### config.mk
export PLATFORM = sky130hd
export DESIGN_NAME = acc_fdiv
export DESIGN_NICKNAME = d
export VERILOG_FILES = /design/src/rtl/acc_fdiv_pkg.sv /design/src/rtl/acc_fdiv_unpack.sv /design/src/rtl/acc_fdiv_setup.sv /design/src/rtl/acc_fdiv_nr_core.sv /design/src/rtl/acc_fdiv_pack.sv /design/src/rtl/acc_fdiv.sv
export SDC_FILE = /design/constraint.sdc
export NUM_CORES = 1
export LEC_CHECK = 0
export ABC_AREA = 1
export BUFFER_PORTS_ARGS = -buffer_cell sky130_fd_sc_hd__buf_2
export CELL_PAD_IN_SITES_DETAIL_PLACEMENT = 0
export CELL_PAD_IN_SITES_GLOBAL_PLACEMENT = 2
export CORE_ASPECT_RATIO = 0.7
export CORE_MARGIN = 2
export CORE_UTILIZATION = 37
export DETAILED_ROUTE_END_ITERATION = 12
export HOLD_SLACK_MARGIN = 0.02
export PLACE_DENSITY = 0.95
export SLEW_MARGIN = 40
export SYNTH_ARGS = -nofsm -noshare
export SYNTH_HDL_FRONTEND = slang
export SYNTH_HIERARCHICAL = 1
export SYNTH_SLANG_ARGS = --single-unit
export TNS_END_PERCENT = 30
### constraint.sdc
create_clock -name clk -period 4.1 [get_ports clk]
set_clock_uncertainty 0.15 [all_clocks]
set_input_delay 0 -clock clk [delete_from_list [all_inputs] [get_ports clk]]
set_output_delay 0 -clock clk [all_outputs]
set_load 0.005 [all_outputs]
### src/rtl/acc_fdiv_pkg.sv
package acc_fdiv_pkg;

   // Operand classes after subnormal flushing
   typedef enum logic [1:0] {
      OPC_ZERO,
      OPC_FIN,
      OPC_INF,
      OPC_NAN
   } opc_e;

   // Control states of the divider
   typedef enum logic [1:0] {
      ST_IDLE,
      ST_ITER,
      ST_WRAP
   } st_e;

endpackage

### src/rtl/acc_fdiv_unpack.sv
module acc_fdiv_unpack
   import acc_fdiv_pkg::*;
#(
   parameter int EXP_W  = 8,
   parameter int FRAC_W = 23
) (
   input  logic [EXP_W+FRAC_W:0] word_i,
   output logic                  sgn_o,
   output logic [EXP_W-1:0]      exp_o,
   output logic [FRAC_W:0]       mant_o,
   output opc_e                  cls_o
);

   localparam int W = 1 + EXP_W + FRAC_W;

   logic [EXP_W-1:0]  fld_exp;
   logic [FRAC_W-1:0] fld_frac;

   assign fld_exp  = word_i[W-2 -: EXP_W];
   assign fld_frac = word_i[FRAC_W-1:0];
   assign sgn_o    = word_i[W-1];
   assign exp_o    = fld_exp;
   assign mant_o   = {1'b1, fld_frac};

   // Zero exponent field flushes the operand to zero
   always_comb begin
      if (fld_exp == '0) begin
         cls_o = OPC_ZERO;
      end else if (fld_exp == '1) begin
         cls_o = (fld_frac == '0) ? OPC_INF : OPC_NAN;
      end else begin
         cls_o = OPC_FIN;
      end
   end

endmodule

### src/rtl/acc_fdiv_setup.sv
module acc_fdiv_setup
   import acc_fdiv_pkg::*;
#(
   parameter int EXP_W  = 8,
   parameter int FRAC_W = 23
) (
   input  logic                  sa_i,
   input  logic                  sb_i,
   input  logic [EXP_W-1:0]      ea_i,
   input  logic [EXP_W-1:0]      eb_i,
   input  logic [FRAC_W:0]       ma_i,
   input  logic [FRAC_W:0]       mb_i,
   input  opc_e                  ca_i,
   input  opc_e                  cb_i,
   output logic                  special_o,
   output logic [EXP_W+FRAC_W:0] spec_word_o,
   output logic                  dz_o,
   output logic                  sgn_o,
   output logic [EXP_W-1:0]      exp_o,
   output logic [FRAC_W+1:0]     num_o,
   output logic [FRAC_W:0]       den_o
);

   localparam int W    = 1 + EXP_W + FRAC_W;
   localparam int MW   = FRAC_W + 1;
   localparam int BIAS = (1 << (EXP_W - 1)) - 1;
   localparam int EMAX = (1 << EXP_W) - 1;
   localparam int XW   = EXP_W + 2;

   logic                 m_lt;
   logic signed [XW-1:0] e_full;
   logic                 e_ovf;
   logic                 e_unf;
   logic [W-1:0]         w_qnan;
   logic [W-1:0]         w_inf;
   logic [W-1:0]         w_zero;

   assign m_lt   = (ma_i < mb_i);
   assign e_full = XW'(ea_i) - XW'(eb_i) + XW'(BIAS) - XW'(m_lt);
   assign e_ovf  = (e_full >= $signed(XW'(EMAX)));
   assign e_unf  = (e_full < $signed(XW'(1)));

   assign sgn_o  = sa_i ^ sb_i;
   assign exp_o  = e_full[EXP_W-1:0];
   // Normalise the dividend so the quotient lies in [1, 2)
   assign num_o  = m_lt ? {ma_i, 1'b0} : {1'b0, ma_i};
   assign den_o  = mb_i;

   assign w_qnan = {1'b0, {EXP_W{1'b1}}, 1'b1, {(FRAC_W-1){1'b0}}};
   assign w_inf  = {sgn_o, {EXP_W{1'b1}}, {FRAC_W{1'b0}}};
   assign w_zero = {sgn_o, {(W-1){1'b0}}};

   always_comb begin
      special_o   = 1'b1;
      spec_word_o = w_zero;
      dz_o        = 1'b0;
      if ((ca_i == OPC_NAN) || (cb_i == OPC_NAN) ||
          ((ca_i == OPC_ZERO) && (cb_i == OPC_ZERO)) ||
          ((ca_i == OPC_INF) && (cb_i == OPC_INF))) begin
         spec_word_o = w_qnan;
      end else if (ca_i == OPC_INF) begin
         spec_word_o = w_inf;
      end else if (cb_i == OPC_INF) begin
         spec_word_o = w_zero;
      end else if (cb_i == OPC_ZERO) begin
         spec_word_o = w_inf;
         dz_o        = 1'b1;
      end else if (ca_i == OPC_ZERO) begin
         spec_word_o = w_zero;
      end else if (e_ovf) begin
         spec_word_o = w_inf;
      end else if (e_unf) begin
         spec_word_o = w_zero;
      end else begin
         special_o   = 1'b0;
      end
   end

   if (MW < 2) begin : g_bad_mw
      $error("acc_fdiv_setup: mantissa too narrow");
   end

endmodule

### src/rtl/acc_fdiv_nr_core.sv
module acc_fdiv_nr_core #(
   parameter int MW = 24
) (
   input  logic          clk,
   input  logic          rst_n,
   input  logic          load_i,
   input  logic          step_i,
   input  logic [MW:0]   num_i,
   input  logic [MW-1:0] den_i,
   output logic [MW-1:0] quo_o
);

   localparam int RW = MW + 3;

   logic signed [RW-1:0] rem_q;
   logic [MW-1:0]        den_q;
   logic [MW-1:0]        quo_q;
   logic signed [RW-1:0] d_ext;
   logic signed [RW-1:0] rem_dbl;
   logic signed [RW-1:0] rem_nxt;
   logic                 bit_now;

   assign d_ext   = $signed(RW'(den_q));
   assign rem_dbl = rem_q <<< 1;
   // Non-restoring update: add back when negative, subtract otherwise
   assign rem_nxt = rem_q[RW-1] ? (rem_dbl + d_ext) : (rem_dbl - d_ext);
   assign bit_now = ~rem_q[RW-1];
   assign quo_o   = quo_q;

   always_ff @(posedge clk or negedge rst_n) begin
      if (!rst_n) begin
         rem_q <= '0;
         den_q <= '0;
         quo_q <= '0;
      end else if (load_i) begin
         rem_q <= $signed(RW'(num_i)) - $signed(RW'(den_i));
         den_q <= den_i;
         quo_q <= '0;
      end else if (step_i) begin
         quo_q <= {quo_q[MW-2:0], bit_now};
         rem_q <= rem_nxt;
      end
   end

endmodule

### src/rtl/acc_fdiv_pack.sv
module acc_fdiv_pack #(
   parameter int EXP_W  = 8,
   parameter int FRAC_W = 23,
   parameter int CNT_W  = 5
) (
   input  logic                  spec_i,
   input  logic [EXP_W+FRAC_W:0] spec_word_i,
   input  logic                  sgn_i,
   input  logic [EXP_W-1:0]      exp_i,
   input  logic [FRAC_W:0]       quo_i,
   input  logic [CNT_W-1:0]      nbits_i,
   output logic [EXP_W+FRAC_W:0] word_o
);

   localparam int MW = FRAC_W + 1;

   logic [CNT_W-1:0] sh;

   // Align the leading one to the hidden position; vacated bits are zero
   assign sh     = CNT_W'(MW) - nbits_i;
   assign word_o = spec_i ? spec_word_i
                          : {sgn_i, exp_i, FRAC_W'(quo_i << sh)};

endmodule

### src/rtl/acc_fdiv.sv
module acc_fdiv
   import acc_fdiv_pkg::*;
#(
   parameter int EXP_W  = 8,
   parameter int FRAC_W = 23,
   parameter int ACC_W  = 5,
   localparam int CNT_W = $clog2(FRAC_W + 2)
) (
   input  logic                  clk,
   input  logic                  rst_n,
   input  logic                  start_i,
   input  logic [EXP_W+FRAC_W:0] dividend_i,
   input  logic [EXP_W+FRAC_W:0] divisor_i,
   input  logic [ACC_W-1:0]      acc_i,
   output logic                  busy_o,
   output logic                  done_o,
   output logic [EXP_W+FRAC_W:0] quot_o,
   output logic                  dz_o,
   output logic [CNT_W-1:0]      iters_o
);

   localparam int W  = 1 + EXP_W + FRAC_W;
   localparam int MW = FRAC_W + 1;
   localparam int NOP = 2;

   if (EXP_W < 3) begin : g_bad_exp
      $error("acc_fdiv: EXP_W must be at least 3");
   end
   if ((1 << ACC_W) <= MW) begin : g_bad_acc
      $error("acc_fdiv: ACC_W cannot express full accuracy");
   end

   // ---------------- operand unpacking ----------------
   logic [W-1:0]     op_word [NOP];
   logic [NOP-1:0]   op_sgn;
   logic [EXP_W-1:0] op_exp  [NOP];
   logic [MW-1:0]    op_mant [NOP];
   opc_e             op_cls  [NOP];

   assign op_word[0] = dividend_i;
   assign op_word[1] = divisor_i;

   for (genvar gi = 0; gi < NOP; gi++) begin : g_unp
      acc_fdiv_unpack #(
         .EXP_W  (EXP_W),
         .FRAC_W (FRAC_W)
      ) u_unp (
         .word_i (op_word[gi]),
         .sgn_o  (op_sgn[gi]),
         .exp_o  (op_exp[gi]),
         .mant_o (op_mant[gi]),
         .cls_o  (op_cls[gi])
      );
   end

   // ---------------- setup: sign, exponent, specials ----------------
   logic             su_special;
   logic [W-1:0]     su_word;
   logic             su_dz;
   logic             su_sgn;
   logic [EXP_W-1:0] su_exp;
   logic [MW:0]      su_num;
   logic [MW-1:0]    su_den;

   acc_fdiv_setup #(
      .EXP_W  (EXP_W),
      .FRAC_W (FRAC_W)
   ) u_setup (
      .sa_i        (op_sgn[0]),
      .sb_i        (op_sgn[1]),
      .ea_i        (op_exp[0]),
      .eb_i        (op_exp[1]),
      .ma_i        (op_mant[0]),
      .mb_i        (op_mant[1]),
      .ca_i        (op_cls[0]),
      .cb_i        (op_cls[1]),
      .special_o   (su_special),
      .spec_word_o (su_word),
      .dz_o        (su_dz),
      .sgn_o       (su_sgn),
      .exp_o       (su_exp),
      .num_o       (su_num),
      .den_o       (su_den)
   );

   // ---------------- accuracy decode ----------------
   logic [CNT_W-1:0] n_sel;
   assign n_sel = ((acc_i == '0) || (int'(acc_i) > MW)) ? CNT_W'(MW)
                                                         : CNT_W'(acc_i);

   // ---------------- control ----------------
   st_e              st_q;
   logic [CNT_W-1:0] cnt_q;
   logic [CNT_W-1:0] n_q;
   logic             sgn_q;
   logic [EXP_W-1:0] exp_q;
   logic             spec_q;
   logic [W-1:0]     specw_q;
   logic             dzp_q;
   logic             accept;
   logic [MW-1:0]    core_quo;
   logic [W-1:0]     packed_word;

   assign accept = (st_q == ST_IDLE) && start_i;
   assign busy_o = (st_q != ST_IDLE);

   acc_fdiv_nr_core #(
      .MW (MW)
   ) u_core (
      .clk    (clk),
      .rst_n  (rst_n),
      .load_i (accept),
      .step_i (st_q == ST_ITER),
      .num_i  (su_num),
      .den_i  (su_den),
      .quo_o  (core_quo)
   );

   acc_fdiv_pack #(
      .EXP_W  (EXP_W),
      .FRAC_W (FRAC_W),
      .CNT_W  (CNT_W)
   ) u_pack (
      .spec_i      (spec_q),
      .spec_word_i (specw_q),
      .sgn_i       (sgn_q),
      .exp_i       (exp_q),
      .quo_i       (core_quo),
      .nbits_i     (n_q),
      .word_o      (packed_word)
   );

   always_ff @(posedge clk or negedge rst_n) begin
      if (!rst_n) begin
         st_q    <= ST_IDLE;
         cnt_q   <= '0;
         n_q     <= '0;
         sgn_q   <= 1'b0;
         exp_q   <= '0;
         spec_q  <= 1'b0;
         specw_q <= '0;
         dzp_q   <= 1'b0;
         done_o  <= 1'b0;
         quot_o  <= '0;
         dz_o    <= 1'b0;
         iters_o <= '0;
      end else begin
         done_o <= 1'b0;
         unique case (st_q)
            ST_IDLE: begin
               if (start_i) begin
                  n_q     <= n_sel;
                  cnt_q   <= '0;
                  sgn_q   <= su_sgn;
                  exp_q   <= su_exp;
                  spec_q  <= su_special;
                  specw_q <= su_word;
                  dzp_q   <= su_dz;
                  st_q    <= su_special ? ST_WRAP : ST_ITER;
               end
            end
            ST_ITER: begin
               cnt_q <= cnt_q + CNT_W'(1);
               if (cnt_q == (n_q - CNT_W'(1))) begin
                  st_q <= ST_WRAP;
               end
            end
            ST_WRAP: begin
               st_q    <= ST_IDLE;
               done_o  <= 1'b1;
               quot_o  <= packed_word;
               dz_o    <= dzp_q;
               iters_o <= spec_q ? '0 : n_q;
            end
            default: st_q <= ST_IDLE;
         endcase
      end
   end

endmodule

==> results.txt <==
----------------------------------------------------
[Status]
  Outcome ... complete, no violations

[Global route]
  Most utilized layer in the global route result ... met1
  Met3 Resource Use GR ... 0.0325
  Number of global-route vias before repair ... 14.8k
  First-pass GRT wire length ... 77200 microns
  Met1 Track Usage GR ... 0.336
  Global-route usage over all layers ... 0.213
  Met2 Resource Use GR ... 0.298
  Pin count of the biggest net entering global routing ... 89
  Antenna violations before repair ... 0
  Total global routing overflow ... 0

[Floorplanning]
  Die height ... 179 microns
  Die Wd ... 254 microns
  Floorplan Core Area ... 43400 sq um
  Starting density of the core ... 0.373
  Count of pins on the block boundary ... 112
  Area of the die ... 45400 sq um
  Number of standard-cell rows in the floorplan ... 64

[Clock network]
  TritonCTS clock tree ... yes
  Maximum buffer depth of the clock tree ... 2
  Post-CTS Repair Setup Buffers ... 0
  Buffer cell driving the clock tree root ... sky130_fd_sc_hd__clkbuf_16
  Clock-pin slew reported for the worst setup and hold paths after clock tree synthesis ... 70 ps
  Worst skew pair latency ... 450 ps
  Number of clock sinks seen by CTS ... 168
  H-Tree Level Count ... 4
  Cts-stage hold buffer count ... 41
  Post_cts resized ... 0
  Total CTS buffers ... 17

[Logic synthesis]
  Count of warnings emitted by yosys ... 6
  Synth Cell Area ... 16200 sq um
  Mean instance size in the synthesized netlist ... 6.25 sq um
  Syn Inst Count ... 2587

[Layout]
  Most common library cell in the layout ignoring fill and taps ... sky130_fd_sc_hd__nand2_1
  Combined area of the multi-input logic cells ... 9540 sq um
  Fill cell instance count of the final layout ... 4784
  Synth-to-Final Area Change ... 7.50%
  Share of cells above drive strength 1 ... 0.0907
  Antenna diode count ... 0
  Area taken by flip-flops and latches ... 4200 sq um
  Post-route design area ... 17400 sq um
  Commonest cells after routing, fill and taps aside ... sky130_fd_sc_hd__nand2_1 (952), sky130_fd_sc_hd__inv_1 (291), sky130_fd_sc_hd__nand3_1 (232), sky130_fd_sc_hd__nor2_1 (211), sky130_fd_sc_hd__dfrtp_1 (168)
  Number of nets in the final layout ... 2789

[Routing]
  Residual DRC count ... 0
  Via Count ... 16.0k
  Detail-routed via count per cell ... 4.98
  Number of detailed-routing iterations run before antenna repair ... 6
  Wire length reported by the detailed router ... 47500 microns
  Remaining antenna violation count ... 0
  First-iteration detailed-routing DRC count ... 1361
  Routed wire per std cell ... 14.8 microns

[Timing]
  Setup repair after global routing missed its margin ... false
  Final hold viol count ... 0
  Minimum period implied by the final worst setup slack ... 3750 ps
  Post-route worst hold slack ... 38.7 ps
  Period utilisation layout ... 0.914
  Pin slew with the least headroom to its limit ... 799 ps
  Highest clock rate ... 267 MHz
  Final setup violating endpoints ... 0
  Setup slack after layout ... 353 ps
  Setup_tns ... 0 ps
  Relative slew margins ... 0.462
  Fin. max-slew vios ... 0

[Worst setup path]
  Data required time at the worst endpoint ... 4340 ps
  Type of the setup path with the least slack ... in2reg
  Startpoint type of the worst setup path ... input pin
  Worst-path fanout max ... 25
  Worst Setup End Kind ... flip-flop
  Worst EP arrival ... 3990 ps

[Place]
  Area after detailed placement ... 16300 sq um
  Gpl congestion ... 0.910
  PortBufs ... 111
  Post-DP HPWL ... 37200 microns
  Minimum setup slack after placement ... 476 ps

[Pwr]
  Leakage power figure ... 0.00959 uW
  PnR Total Power ... 13800 uW
  PwrDens ... 796 nW/um^2
  IR drop worst, VDD ... 0.000326 V

[Hold path]
  Worst hold path type ... in2reg

[Run]
  Maximum capacitance violations ... 0

----------------------------------------------------
==> where the power goes <==
part | internal [uW] | total, uW | switching (uW)
clock | 877 | 1660 | 779
sequential | 2310 | 2750 | 446
combinational | 2910 | 9420 | 6510
==> registers in the layout, summed over array words and instances (netlist names) <==
name	cells
quot_o	32
specw_q	32
u_core/rem_q	27
u_core/den_q	24
u_core/quo_o	23
exp_q	8
cnt_q	5
iters_o	5
n_q	5
st_q	2
done_o	1
dz_o	1
dzp_q	1
sgn_q	1
spec_q	1
==> routing by layer <==
layer	wire (microns)	part of all wire	vias up
li1	-	-	8051
met1	25500	0.54	7430
met2	18600	0.39	445
met3	2840	0.060	33
met4	544	0.011	0
met5	0	0	-
==> path summary, 6_finish.rpt <==
| kind | start | end | slack, ps | cells past startpoint |
|---|---|---|---|---|
| max | divisor_i[3] | specw_q[28] | 350 | 23 |
| min | divisor_i[27] | dzp_q | 40 | 6 |
| max reg2reg | n_q[0] | quot_o[22] | 1280 | 14 |
| min reg2reg | quot_o[6] | quot_o[6] | 320 | 2 |
| max in group asynchronous | rst_n | u_core/quo_o[5] | 2320 | 5 |
| min in group asynchronous | rst_n | u_core/rem_q[1] | 390 | 3 |
==> critical path, cell delays in order <==
cell and delay (ps):
sky130_fd_sc_hd__dlygate4sd3_1 530, sky130_fd_sc_hd__buf_2 140, sky130_fd_sc_hd__inv_1 70, sky130_fd_sc_hd__ha_1 300
sky130_fd_sc_hd__a21oi_1 130, sky130_fd_sc_hd__o21ai_0 150, sky130_fd_sc_hd__nand2_1 100, sky130_fd_sc_hd__nand2_1 80
sky130_fd_sc_hd__nand2_4 240, sky130_fd_sc_hd__nand2_8 210, sky130_fd_sc_hd__ha_1 250, sky130_fd_sc_hd__ha_1 220
sky130_fd_sc_hd__fa_1 540, sky130_fd_sc_hd__nand3_1 80, sky130_fd_sc_hd__nor2_1 120, sky130_fd_sc_hd__nand3_1 80
sky130_fd_sc_hd__nor2_1 120, sky130_fd_sc_hd__nand3_1 90, sky130_fd_sc_hd__nand2_1 80, sky130_fd_sc_hd__nand2_1 60
sky130_fd_sc_hd__nand2_1 210, sky130_fd_sc_hd__nand2_1 90, sky130_fd_sc_hd__nand2_1 90
==> through the flow <==
step,std cells,util
5_1_grt,3207,0.400
4_1_cts,3204,0.399
2_1_floorplan,2608,-
6_report,3207,0.400
3_5_place_dp,3131,0.376
3_3_place_gp,3131,0.376
==> layout make-up <==
cell class,instances,share of cell area
clock buffer,18,0.0253
sequential,168,0.242
inverter,304,0.0660
multi-input combinational,1941,0.549
timing repair buffer,168,0.0662
clock inverter,14,0.00907
tap,594,0.0428
Power figures use the tool's default switching activity.
